## config.mk

```make
export PLATFORM = sky130hd
export DESIGN_NAME = cfg_lock_bank
export DESIGN_NICKNAME = d
export VERILOG_FILES = /design/src/rtl/cfg_lock_pkg.sv /design/src/rtl/cfg_lock_ctrl.sv /design/src/rtl/cfg_lock_regs.sv /design/src/rtl/cfg_lock_bank.sv
export SDC_FILE = /design/constraint.sdc
export NUM_CORES = 1
export LEC_CHECK = 0
export BUFFER_PORTS_ARGS = -buffer_cell sky130_fd_sc_hd__buf_4
export CORE_UTILIZATION = 46
export CTS_CLUSTER_SIZE = 10
export DETAILED_ROUTE_END_ITERATION = 10
export PLACE_DENSITY_LB_ADDON = 0.25
export SYNTH_ARGS = -nofsm -noshare
export SYNTH_HDL_FRONTEND = slang
export SYNTH_SLANG_ARGS = --single-unit
export TNS_END_PERCENT = 30
```

## constraint.sdc

```tcl
create_clock -name clk -period 3.4 [get_ports clk]
set_clock_uncertainty 0.15 [all_clocks]
set_input_delay 0.34 -clock clk [delete_from_list [all_inputs] [get_ports clk]]
set_output_delay 0.34 -clock clk [all_outputs]
set_load 0.01 [all_outputs]
```

## src/rtl/cfg_lock_pkg.sv

```systemverilog
package cfg_lock_pkg;
  localparam int unsigned DATA_W   = 8;
  localparam int unsigned FS_W     = 4;
  localparam int unsigned WE_BIT   = 0;
  localparam int unsigned FS_LSB   = 1;
  localparam int unsigned EN_BIT   = 5;
  localparam int unsigned TEST_BIT = 6;
  localparam int unsigned DIS_BIT  = 7;
  localparam int unsigned REG0_OFS = 0;
  localparam int unsigned REG1_OFS = 1;
  localparam logic [DATA_W-1:0] REG0_RST = 8'h20;
  localparam logic [DATA_W-1:0] REG1_RST = 8'hFF;

  typedef struct packed {
    logic capStrap;   // load strap pins into the frequency field
    logic r0Full;     // whole of register 0 writable
    logic r0EnOnly;   // only the write-enable bit writable
    logic r1Write;    // register 1 writable
  } cfgStrobe_t;
endpackage

```

## src/rtl/cfg_lock_ctrl.sv

```systemverilog
module cfg_lock_ctrl
  import cfg_lock_pkg::*;
#(
  parameter int unsigned ADDR_W = 7
) (
  input  logic              clk,
  input  logic              rstN,
  input  logic              wrValid,
  input  logic [ADDR_W-1:0] wrAddr,
  input  logic              wrEnBit,
  input  logic              disBit,
  output cfgStrobe_t        strb
);
  logic captured;
  logic hitR0, hitR1, unlocked;

  always_ff @(posedge clk or negedge rstN) begin
    if (!rstN) captured <= 1'b0;
    else       captured <= 1'b1;
  end

  always_comb begin
    hitR0    = wrValid && (wrAddr == ADDR_W'(REG0_OFS));
    hitR1    = wrValid && (wrAddr == ADDR_W'(REG1_OFS));
    unlocked = wrEnBit && !disBit;
    strb.capStrap = !captured;
    strb.r0Full   = hitR0 && unlocked;
    strb.r0EnOnly = hitR0 && !wrEnBit && !disBit;
    strb.r1Write  = hitR1 && unlocked;
  end

  // a single transaction never enables two register paths at once
  assert_single_path_R5: assert property (@(posedge clk) disable iff (!rstN)
    $onehot0({strb.r0Full, strb.r0EnOnly, strb.r1Write}));

  // with the bank disabled no write path opens whatever arrives
  assert_no_path_when_disabled_R6: assert property (@(posedge clk) disable iff (!rstN)
    disBit |-> !(strb.r0Full || strb.r0EnOnly || strb.r1Write));
endmodule

```

## src/rtl/cfg_lock_regs.sv

```systemverilog
module cfg_lock_regs
  import cfg_lock_pkg::*;
#(
  parameter int unsigned ADDR_W = 7,
  parameter int unsigned CLK_N  = DATA_W + 1
) (
  input  logic              clk,
  input  logic              rstN,
  input  cfgStrobe_t        strb,
  input  logic [FS_W-1:0]   strapFs,
  input  logic [DATA_W-1:0] wrData,
  input  logic [ADDR_W-1:0] rdAddr,
  output logic [DATA_W-1:0] rdData,
  output logic              wrEnBit,
  output logic              disBit,
  output logic [FS_W-1:0]   freqSel,
  output logic [CLK_N-1:0]  clkEnable,
  output logic              testMode
);
  logic [DATA_W-1:0] reg0, reg1;

  always_ff @(posedge clk or negedge rstN) begin
    if (!rstN) begin
      reg0 <= REG0_RST;
      reg1 <= REG1_RST;
    end else begin
      if (strb.r0Full) begin
        reg0[DATA_W-2:0] <= wrData[DATA_W-2:0];
        reg0[DIS_BIT]    <= reg0[DIS_BIT] | wrData[DIS_BIT];
      end else if (strb.r0EnOnly) begin
        reg0[WE_BIT] <= wrData[WE_BIT];
      end
      if (strb.capStrap) reg0[FS_LSB +: FS_W] <= strapFs;
      if (strb.r1Write) reg1 <= wrData;
    end
  end

  always_comb begin
    unique case (rdAddr)
      ADDR_W'(REG0_OFS): rdData = reg0;
      ADDR_W'(REG1_OFS): rdData = reg1;
      default:           rdData = '0;
    endcase
  end

  assign wrEnBit  = reg0[WE_BIT];
  assign disBit   = reg0[DIS_BIT];
  assign freqSel  = reg0[FS_LSB +: FS_W];
  assign testMode = reg0[TEST_BIT];

  for (genvar i = 0; i < CLK_N; i++) begin : g_clkEn
    if (i < DATA_W) begin : g_r1
      assign clkEnable[i] = reg1[i];
    end else begin : g_r0
      assign clkEnable[i] = reg0[EN_BIT];
    end
  end

  assert_dis_sticky_R7: assert property (@(posedge clk) disable iff (!rstN)
    reg0[DIS_BIT] |=> reg0[DIS_BIT]);

  assert_frozen_R6: assert property (@(posedge clk) disable iff (!rstN)
    reg0[DIS_BIT] |=> ($stable(reg0) && $stable(reg1)));

  assert_locked_r1_R3: assert property (@(posedge clk) disable iff (!rstN)
    !reg0[WE_BIT] |=> $stable(reg1));

  assert_strap_capture_R2: assert property (@(posedge clk) disable iff (!rstN)
    strb.capStrap |=> (reg0[FS_LSB +: FS_W] == $past(strapFs)));
endmodule

```

## src/rtl/cfg_lock_bank.sv

```systemverilog
module cfg_lock_bank
  import cfg_lock_pkg::*;
#(
  parameter int unsigned ADDR_W = 7
) (
  input  logic              clk,
  input  logic              rstN,
  input  logic [FS_W-1:0]   strapFs,
  input  logic              wrValid,
  input  logic [ADDR_W-1:0] wrAddr,
  input  logic [DATA_W-1:0] wrData,
  input  logic [ADDR_W-1:0] rdAddr,
  output logic [DATA_W-1:0] rdData,
  output logic [FS_W-1:0]   freqSel,
  output logic [DATA_W:0]   clkEnable,
  output logic              testMode
);
  cfgStrobe_t strb;
  logic wrEnBit, disBit;

  cfg_lock_ctrl #(.ADDR_W(ADDR_W)) u_ctrl (
    .clk(clk), .rstN(rstN), .wrValid(wrValid), .wrAddr(wrAddr),
    .wrEnBit(wrEnBit), .disBit(disBit), .strb(strb)
  );

  cfg_lock_regs #(.ADDR_W(ADDR_W), .CLK_N(DATA_W + 1)) u_regs (
    .clk(clk), .rstN(rstN), .strb(strb), .strapFs(strapFs), .wrData(wrData),
    .rdAddr(rdAddr), .rdData(rdData), .wrEnBit(wrEnBit), .disBit(disBit),
    .freqSel(freqSel), .clkEnable(clkEnable), .testMode(testMode)
  );
endmodule

```

* Word-level counts from Yosys, hierarchy flattened *
Index checks and enable logic that the tools add are counted.
W data, S select, Z words.

cells by class
  reductions and logical operators = 12
  muxes and demuxes = 5
  equality and inequality tests = 3
  bitwise gates (word level) = 1

operators by type and width
  operator              count
  $pmux W8 S2           1
  $eq A7 B1 Y1 const B  2
  $logic_not A7 Y1      2
  $mux W4               2
  $logic_and A1 B1 Y1   7
  $logic_not A1 Y1      2
  $mux W1               2
  $ne A2 B2 Y1 const B  1
  $reduce_bool A2 Y1    1
  $or A1 B1 Y1          1

storage, ports and cells
  input port bits = 29
  bits in registers = 17
  output and inout bits = 22
  logic and storage cells = 26

* Logic depth before layout (Yosys ltp) *
Gate-level depths: netlist (run 1).

  word-level depth = 6
  gate-level depth with buffers = 3
  depth with buffers taken out = 3

* Modules after synthesis *
Synthesis (run 1) repeated with hierarchy kept, for this count alone.

second synthesis, totals
  cells, all modules = 74
  area total of the unflattened synthesis = 905.9 µm²

modules (own cells, without submodules)
  module         seq. area each (µm²)  area each (µm²)  cells each  instances
  cfg_lock_regs  411.6                 827.0            64          1
  cfg_lock_ctrl  25.0                  78.8             10          1

* Worst setup path after synthesis (run 1) *
Ideal clock, no wire load.

  path type = register to register
  start = register u_regs.reg0[7]
  end = register u_regs.reg0[0]
  slack = 1.660 ns
  required time = 3.125 ns
  buffers on the path = 0
  setup time = 0.125 ns
  data arrival time = 1.465 ns
  clock period less this slack = 1.740 ns
  cell stages (with the launch flop) = 4
  cells stage by stage = dfrtp_1 or4b_4 nor3_1 mux2_2

on the way
  cells in the longest elaborated chain, start to end = 4
  elaborated cells on any way between the ends = 6
  those cells by class = mux: 1; reduce/logical: 5

ends and longest elaborated chain
  element                                               line                                      text
  start: declaration                                    cfg_lock_regs.sv:20                       logic [DATA_W-1:0] reg0, reg1;
  start signal: indexed assignment                      cfg_lock_regs.sv:28                       reg0[DATA_W-2:0] <= wrData[DATA_W-2:0];
  start signal: indexed assignment                      cfg_lock_regs.sv:29                       reg0[DIS_BIT] <= reg0[DIS_BIT] | wrData[DIS_BIT];
  start signal: indexed assignment                      cfg_lock_regs.sv:31                       reg0[WE_BIT] <= wrData[WE_BIT];
  $logic_not A1 Y1 (*)                                  cfg_lock_ctrl.sv:25, cfg_lock_ctrl.sv:28
  $logic_and A1 B1 Y1                                   cfg_lock_ctrl.sv:25                       unlocked = wrEnBit && !disBit;
  $logic_and A1 B1 Y1                                   cfg_lock_ctrl.sv:27                       strb.r0Full = hitR0 && unlocked;
  $mux W1 / $reduce_bool A2 Y1 (equally long branches)  -

Mark *: on every way between the ends. The rest lies on a longest branch, timed or not.
A chain may end at the register's enable or synchronous reset.

* Worst setup path after layout (run 1) *
Same ends and word-level chain as after synthesis.

==> results of run 1 <==
-- worst paths after layout --
check                                       to  slack (ns)  cells after the start
worst max-delay path            u_regs.reg0[0]        1.60                      3
worst min-delay path            u_regs.reg1[5]        0.13                      2
worst max register to register  u_regs.reg0[0]        1.60                      3
worst min register to register  u_regs.reg0[6]        0.40                      1
max in group asynchronous       u_regs.reg1[3]        2.55                      2
min in group asynchronous       u_regs.reg0[2]        0.29                      2
-- through the flow --
step / cells / utilization (%) / hold WS, ns
2_1_floorplan: 76 / - / -0.106
3_3_place_gp: 149 / 73.0 / 0.0590
3_5_place_dp: 149 / 73.0 / 0.0635
4_1_cts: 154 / 75.1 / 0.130
5_1_grt: 154 / 75.1 / 0.135
6_report: 154 / 75.1 / 0.133
-- cells by family after synthesis --
| group | Yosys count |
|---|---|
| AND/OR/NAND/NOR | 28 |
| AO/OA/AOI/OAI | 9 |
| multiplexers | 19 |
| flip-flops | 17 |
| other | 1 |
| buffers and inverters | 2 |
-- flip-flops by register name (all words and copies together) (netlist names) --
register	flops
u_regs.reg0	8
u_regs.reg1	8
u_ctrl.captured	1
-- layout by cell type (no fill, tap or decap), types with 3 or more instances in the layout --
cell,instances
nor2_1,13
dfstp_2,9
a31oi_1,4
dfrtp_1,8
buf_4,50
mux2i_1,8
o31ai_1,4
mux2_2,11
clkbuf_4,3
nand4_1,4
-- layer usage --
metal	routed length (um)	track usage [%]
met1	873	27.0
met2	1170	40.3
met3	121	3.14
met4	23	9.71
met5	0	0
-- synth_stat cells, drive strengths merged --
master  number  area (um^2)
conb         1         3.75
nor4         2         27.5
or4          1         11.3
clkbuf       1         3.75
or4b         1         13.8
mux2        11          124
nand4        5         46.3
o31ai        4         30.0
buf          1         3.75
dfstp        9          236
nand2b       1         6.26
nor2        13         48.8
a41o         1         11.3
nand2        1         3.75
dfrtp        8          200
a31oi        4         25.0
nor2b        1         6.26
mux2i        8         80.1
nor4b        1         23.8
nor3         1         5.00
nand3        1         5.00
-- worst max-delay path, stage by stage, from the launching register on --
cell and delay [ns]:
dfrtp_1 0.44, or4b_4 0.60, nor3_1 0.16, mux2_2 0.35
-- power breakdown --
group | leakage (nW) | internal [mW] | switching [mW]
registers | 0.190 | 0.210 | 0.00751
logic | 0.431 | 0.0403 | 0.0298
clock network | 0.0177 | 0.0436 | 0.0635
total | 0.639 | 0.294 | 0.101
-- cell type report --
class	instances	area (um^2)	area share, %
clock buffers	3	22.5	1.67
clock inverters	1	5.00	0.370
multi-input cells	57	472	34.9
flip-flops and latches	17	437	32.3
well taps	25	31.3	2.31
repair buffers	51	385	28.5
-- repair_timing --
item,in CTS,in global routing
hold endpoints to repair,17,0
hold buffers,1,0
setup buffers,0,0
endpoints found under the setup margin,0,0
==> reports/results.ini, run 1 <==
[timing]
fin_ws_ns=1.60
max_slew_margin_pct=65.7
fin_tns_setup_ns=0
slew_viol_final=0
clock.fmax_mhz=555
rsz0062_at_grt=no
finalHoldViolCount=0
post-route-min-period_ns=1.80
setup_viol=0
fin_crit_sh_pct=53.0
tightest_slew_ns=0.512

[route]
drcViolationCount=0
first_pass_iters=4
via_per_inst=5.24
drtIter0Drc=4
via_count=807
wire_per_inst_um=14.2
antenna_left=0
drt_wl_total_mm=2.19

[synthesis]
muxShareOfSynthArea_pct=22.3
synth_adder_area_share_pct=0
syn_area_um2=916
synth-seq-cells=17
synth_top_family_by_area=multiplexers
synth_cell_types=23
ys_seq_area_share_pct=47.7
synth_compound_area_share_pct=7.24
yosysWarnings=0
syn-num-nets=105
avgSynthCellArea_um2=12.1
synthSimpleGateAreaFrac_pct=21.6
netlist_instances=76
synth_xor_area_share_pct=0

[worst_setup_path]
start_kind=flip-flop
worstReg2RegStart=u_regs.reg0[7]
endpoint_kind=flip-flop
worstPathArrival_ns=1.83
crit_start=u_regs.reg0[7]
crit_type=reg -> reg
cp_max_fo=5
worstPathRequired_ns=3.43

[clock_network]
ctsRootBufferMaster=clkbuf_4
cts_resized=0
clk_path_buf_depth=2
cts_tree=yes
cts_made_buffers=3
htree_num_levels=1
clock_latency_ns=0.29
clock-sinks=17
clk_pin_slew_ns=0.10

[cells_and_area]
syn_to_final_growth_pct=47.7
num-fill-cells=149
nets=159
final_cell_area_um2=1350
antenna_cells=0
drive_gt1_share_pct=62.0

[floorplan]
die_x_um=46.6
initial_core_util_pct=50.8
fp-row-count=15
dieHeight_um=46.6
design.die.area_um2=2170
design.core.area_um2=1800
ios=51

[grt]
grt_pass1_wl_mm=3.42
grt_pass1_vias=814
grtUsageTotal_pct=22.7
grt_max_degree=18
grt_overflow_total=0
antenna_found_initial=0

[power]
total_power_mw=0.395
cellPowerDensity_nw_per_um2=292
cellLeakagePower_nw=0.639
peakVddDrop_mv=0.269

[placement]
place_area_um2=1320
pre_cts_ws_ns=1.55
port_buffers=50
post-dp-hpwl_mm=1.74
gp_congestion=0.784

[hold_path]
hold_path_class=in -> reg
min_from=wrData[5]

[status]
status=finished clean

[job]
drv_cap=0

Note: power is estimated with default switching activity, not from simulation.
==> run 2: changes to the inputs <==
--- a/config.mk
+++ b/config.mk
@@ -6,7 +6,8 @@
 export NUM_CORES = 1
 export LEC_CHECK = 0
 export BUFFER_PORTS_ARGS = -buffer_cell sky130_fd_sc_hd__buf_4
-export CORE_UTILIZATION = 46
+export CORE_ASPECT_RATIO = 0.6
+export CORE_UTILIZATION = 39
 export CTS_CLUSTER_SIZE = 10
 export DETAILED_ROUTE_END_ITERATION = 10
 export PLACE_DENSITY_LB_ADDON = 0.25
==> constraint.sdc (replaced) <==
create_clock -name clk -period 1.5 [get_ports clk]
set_clock_uncertainty 0.15 [all_clocks]
set_input_delay 0.15 -clock clk [delete_from_list [all_inputs] [get_ports clk]]
set_output_delay 0.15 -clock clk [all_outputs]
set_load 0.01 [all_outputs]
==> reports/results.ini, run 2 (synthesized netlist as in run 1, its figures left out) <==
[status]
status=finished with violations  ; was finished clean
violations=setup timing

[floorplan]
dieHeight_um=39.5  ; was 46.6 um
ios=51  ; unchanged
initial_core_util_pct=41.7  ; was 50.8%
die_x_um=64.6  ; was 46.6 um
design.die.area_um2=2550  ; was 2170 um^2
design.core.area_um2=2200  ; was 1800 um^2
fp-row-count=13  ; was 15

[timing]
fin_ws_ns=-0.177  ; was 1.60 ns
rsz0062_at_grt=yes  ; was no
clock.fmax_mhz=596  ; was 555 MHz
post-route-min-period_ns=1.68  ; was 1.80 ns
setup_viol=17  ; was 0
fin_crit_sh_pct=112  ; was 53.0%
finalHoldViolCount=0  ; unchanged
slew_viol_final=0  ; unchanged

[placement]
port_buffers=50  ; unchanged
place_area_um2=1400  ; was 1320 um^2
gp_congestion=0.882  ; was 0.784
post-dp-hpwl_mm=1.86  ; was 1.74 mm

[route]
drtIter0Drc=20  ; was 4
via_per_inst=5.06  ; was 5.24
wire_per_inst_um=13.9  ; was 14.2 um
drt_wl_total_mm=2.51  ; was 2.19 mm
first_pass_iters=4  ; unchanged
via_count=916  ; was 807
drcViolationCount=0  ; unchanged
antenna_left=0  ; unchanged

[clock_network]
cts_made_buffers=3  ; unchanged
clock-sinks=17  ; unchanged
ctsRootBufferMaster=clkbuf_8  ; was clkbuf_4
clk_pin_slew_ns=0.06  ; was 0.10 ns
clk_path_buf_depth=2  ; unchanged
htree_num_levels=1  ; unchanged
cts_tree=yes  ; unchanged
clock_latency_ns=0.25  ; was 0.29 ns

[cells_and_area]
drive_gt1_share_pct=64.2  ; was 62.0%
antenna_cells=0  ; unchanged
syn_to_final_growth_pct=75.0  ; was 47.7%
mostFrequentLayoutCell=buf_4  ; unchanged
final_cell_area_um2=1600  ; was 1350 um^2
layout_common_cells=60 x buf_4, 13 x nor2_1, 11 x mux2_2, 10 x dlygate4sd3_1, 9 x dfstp_2  ; was 50 x buf_4, 13 x nor2_1, 11 x mux2_2, 9 x dfstp_2
num-fill-cells=153  ; was 149
nets=181  ; was 159
fin_util_pct=73.0  ; was 75.1%
top_regs=u_regs.reg0 (8), u_regs.reg1 (8), u_ctrl.captured (1)  ; unchanged

[power]
peakVddDrop_mv=0.505  ; was 0.269 mV
cellLeakagePower_nw=0.759  ; was 0.639 nW
cellPowerDensity_nw_per_um2=654  ; was 292 nW/um^2

[worst_setup_path]
r2r-end=u_regs.reg0[0]  ; unchanged
cp_max_fo=5  ; unchanged
worstPathRequired_ns=1.49  ; was 3.43 ns
worstPathArrival_ns=1.67  ; was 1.83 ns
r2r_setup_slack_ns=-0.18  ; was 1.60 ns
crit_type=reg -> reg  ; unchanged
reg2reg_depth=3  ; unchanged
start_kind=flip-flop  ; unchanged
endpoint_kind=flip-flop  ; unchanged
worstReg2RegStart=u_regs.reg0[7]  ; unchanged

[grt]
grt_overflow_total=0  ; unchanged
antenna_found_initial=0  ; unchanged
grt_pass1_vias=839  ; was 814
grtUsageTotal_pct=20.4  ; was 22.7%
grt_max_degree=18  ; unchanged
grt_pass1_wl_mm=3.70  ; was 3.42 mm

[hold_path]
min_from=strapFs[3]  ; was wrData[5]
hold_depth=3  ; was 2
whs_endpoint=u_regs.reg0[4]  ; was u_regs.reg1[5]
hold_path_class=in -> reg  ; unchanged

[job]
drv_cap=0  ; unchanged

## run 2: worst max-delay path, cell delays in order (launching register included)
cell and delay (ns):
dfrtp_1 0.40, or4b_4 0.55, nor3_4 0.13, mux2_2 0.34
## run 2: layout make-up
class / count / area (um^2) / area share, %
repair buffers: 73 / 584 / 36.5
flip-flops and latches: 17 / 437 / 27.2
clock buffers: 4 / 45.0 / 2.81
well taps: 30 / 37.5 / 2.34
multi-input cells: 57 / 499 / 31.1
## run 2: repair_timing
| item | CTS | global route |
|---|---|---|
| resized for setup | 2 | 6 |
| setup buffers | 2 | 1 |
| hold buffers | 10 | 0 |
| endpoints found under the setup margin | 15 | 22 |
| endpoints found under the hold margin | 29 | 0 |
| pin swaps | 4 | 8 |
## run 2: worst max path at each step
stage / start / to / slack [ns]
3_3_place_gp: wrAddr[2] / u_regs.reg1[6] / -0.18
3_5_place_dp: u_regs.reg0[7] / u_regs.reg0[0] / -0.19
6_report: u_regs.reg0[7] / u_regs.reg0[0] / -0.18
5_1_grt: u_regs.reg0[7] / u_regs.reg1[0] / -0.26
2_1_floorplan: u_regs.reg0[7] / u_regs.reg0[0] / -0.15
4_1_cts: u_regs.reg0[7] / u_regs.reg0[0] / -0.20
## run 2: metal layers
layer / share of wire (%) / wire length [um] / vias up / GRT usage [%]
met5: 0 / 0 / - / 0
met4: 1.8 / 44 / 0 / 8.89
met3: 5.8 / 146 / 6 / 4.36
met2: 46 / 1160 / 37 / 36.6
met1: 46 / 1160 / 434 / 24.3
li1: - / - / 439 / -
## run 2: metrics by stage
step           setup TNS, ns  hold slack, ns  setup slack [ns]  cells  total power [mW]
2_1_floorplan         -0.527          -0.296            -0.148     76             0.555
3_3_place_gp           -2.21          -0.123            -0.176    164             0.675
3_5_place_dp           -2.31          -0.122            -0.195    164             0.679
4_1_cts                -2.49          0.0105            -0.196    180              1.05
5_1_grt                -3.68          0.0180            -0.263    181              1.09
6_report               -2.13          0.0151            -0.177    181              1.05
## run 2: report_power, final
| part | total [mW] | internal [mW] | switching, mW |
|---|---|---|---|
| clock network | 0.344 | 0.189 | 0.155 |
| registers | 0.493 | 0.477 | 0.0162 |
| logic | 0.211 | 0.126 | 0.0847 |
| total | 1.05 | 0.792 | 0.256 |
==> run 3: changes to the inputs <==
--- a/config.mk
+++ b/config.mk
@@ -11,6 +11,8 @@
 export CTS_CLUSTER_SIZE = 10
 export DETAILED_ROUTE_END_ITERATION = 10
 export PLACE_DENSITY_LB_ADDON = 0.25
+export RECOVER_POWER = 25
+export REMOVE_ABC_BUFFERS = 1
 export SYNTH_ARGS = -nofsm -noshare
 export SYNTH_HDL_FRONTEND = slang
 export SYNTH_SLANG_ARGS = --single-unit
==> reports/results.ini, run 3 (synthesized netlist as in run 1, its figures left out) <==
[grt]
grtUsageTotal_pct=24.4  ; was 20.4%
grt_overflow_total=0  ; unchanged
antenna_found_initial=0  ; unchanged
grt_pass1_wl_mm=4.24  ; was 3.70 mm
grt_pass1_vias=882  ; was 839
grt_max_degree=18  ; unchanged

[worst_setup_path]
endpoint_kind=flip-flop  ; unchanged
worstPathArrival_ns=1.66  ; was 1.67 ns
worstPathRequired_ns=1.48  ; was 1.49 ns
start_kind=flip-flop  ; unchanged
reg2reg_depth=4  ; was 3
crit_type=reg -> reg  ; unchanged
cp_max_fo=3  ; was 5

[cells_and_area]
antenna_cells=0  ; unchanged
mostFrequentLayoutCell=buf_4  ; unchanged
drive_gt1_share_pct=64.2  ; unchanged
layout_common_cells=62 x buf_4, 13 x nor2_1, 9 x mux2_2, 9 x dlygate4sd3_1, 9 x dfstp_2  ; was 60 x buf_4, 13 x nor2_1, 11 x mux2_2, 10 x dlygate4sd3_1, 9 x dfstp_2
nets=181  ; unchanged
syn_to_final_growth_pct=76.6  ; was 75.0%
top_regs=u_regs.reg0 (8), u_regs.reg1 (8), u_ctrl.captured (1)  ; unchanged

[floorplan]
initial_core_util_pct=41.7  ; unchanged
ios=51  ; unchanged
fp-row-count=13  ; unchanged
design.core.area_um2=2200  ; unchanged
die_x_um=64.6  ; unchanged
dieHeight_um=39.5  ; unchanged
design.die.area_um2=2550  ; unchanged

[clock_network]
clock_latency_ns=0.25  ; about the same
ctsRootBufferMaster=clkbuf_8  ; unchanged
clock-sinks=17  ; unchanged
clk_pin_slew_ns=0.07  ; was 0.06 ns
cts_tree=yes  ; unchanged
clk_path_buf_depth=2  ; unchanged
cts_made_buffers=3  ; unchanged
htree_num_levels=1  ; unchanged

[power]
peakVddDrop_mv=0.485  ; was 0.505 mV
total_power_mw=1.07  ; was 1.05 mW
cellLeakagePower_nw=0.758  ; was 0.759 nW
cellPowerDensity_nw_per_um2=659  ; was 654 nW/um^2

[placement]
post-dp-hpwl_mm=2.02  ; was 1.86 mm
gp_congestion=0.912  ; was 0.882
port_buffers=50  ; unchanged
pre_cts_ws_ns=-0.259  ; was -0.195 ns

[timing]
clock.fmax_mhz=595  ; was 596 MHz
rsz0062_at_grt=yes  ; unchanged
max_slew_margin_pct=37.0
finalHoldViolCount=0  ; unchanged
fin_crit_sh_pct=112  ; about the same
tightest_slew_ns=0.944
post-route-min-period_ns=1.68  ; about the same
slew_viol_final=0  ; unchanged
setup_viol=16  ; was 17
fin_ws_ns=-0.182  ; was -0.177 ns

[hold_path]
hold_path_class=in -> reg  ; unchanged
hold_depth=3  ; unchanged

[status]
violations=setup timing  ; unchanged
status=finished with violations  ; unchanged

[route]
via_per_inst=5.16  ; was 5.06
wire_per_inst_um=15.5  ; was 13.9 um
antenna_left=0  ; unchanged
via_count=934  ; was 916
first_pass_iters=4  ; unchanged
drcViolationCount=0  ; unchanged
drt_wl_total_mm=2.81  ; was 2.51 mm
drtIter0Drc=16  ; was 20

[job]
drv_cap=0  ; unchanged

-- run 3: changes by cell type in the layout (fill, tap and decap cells not counted), sizes merged --
cell,delta
clkbuf,+1
dlygate4sd3,-1
-- run 3: cell type report --
type / count / area (um^2)
Fill cell: 151 / 578
Sequential cell: 17 / 437
Timing Repair Buffer: 73 / 571
Tap cell: 30 / 37.5
Clock buffer: 4 / 45.0
Multi-Input combinational cell: 57 / 528
-- run 3: worst paths after layout --
path | startpoint | end | slack, ns
worst max-delay path | u_regs.reg0[7] | u_regs.reg0[1] | -0.18
worst min-delay path | strapFs[3] | u_regs.reg0[4] | 0.003
worst max register to register | u_regs.reg0[7] | u_regs.reg0[1] | -0.18
worst min register to register | u_regs.reg0[6] | u_regs.reg0[6] | 0.39
max in group asynchronous | rstN | u_regs.reg0[7] | 0.21
min in group asynchronous | rstN | u_regs.reg0[4] | 0.41
-- run 3: power breakdown --
part	internal (mW)	leakage [nW]	switching (mW)	total, mW
Clock	0.189	0.0228	0.161	0.350
Combinational	0.129	0.545	0.0915	0.221
Sequential	0.477	0.190	0.0199	0.497
Total	0.795	0.758	0.272	1.07
-- run 3: per-stage QoR --
stage | std cells | instance area, um^2 | TNS, ns | utilization [%] | hold slack (ns)
after floorplan | 74 | 908 | -1.40 | - | -0.296
after detailed placement | 166 | 1410 | -2.75 | 64.3 | -0.121
final | 181 | 1620 | -1.74 | 73.7 | 0.00338
after global routing | 181 | 1620 | -2.90 | 73.7 | 0.00713
after CTS | 180 | 1600 | -2.14 | 72.8 | 0.00183
after global placement | 166 | 1410 | -2.37 | 64.3 | -0.129
-- run 3: routing by layer --
| layer | track usage [%] | routed length [um] |
|---|---|---|
| met5 | 0 | 0 |
| met1 | 28.4 | 1240 |
| met3 | 7.85 | 203 |
| met4 | 7.78 | 53 |
| met2 | 43.7 | 1310 |
-- run 3: worst max-delay path, stage by stage, from the launching register on --
cell and delay, ns:
dfrtp_1 0.38, or4b_4 0.52, buf_6 0.16, o31ai_4 0.24, a31oi_1 0.11
-- run 3: what timing repair did --
action / CTS / global route
pin swaps: 4 / 3
setup buffers: 1 / 1
endpoints found under the setup margin: 16 / 24
hold buffers: 9 / 0
endpoints found under the hold margin: 27 / 0
resized for setup: 8 / 3
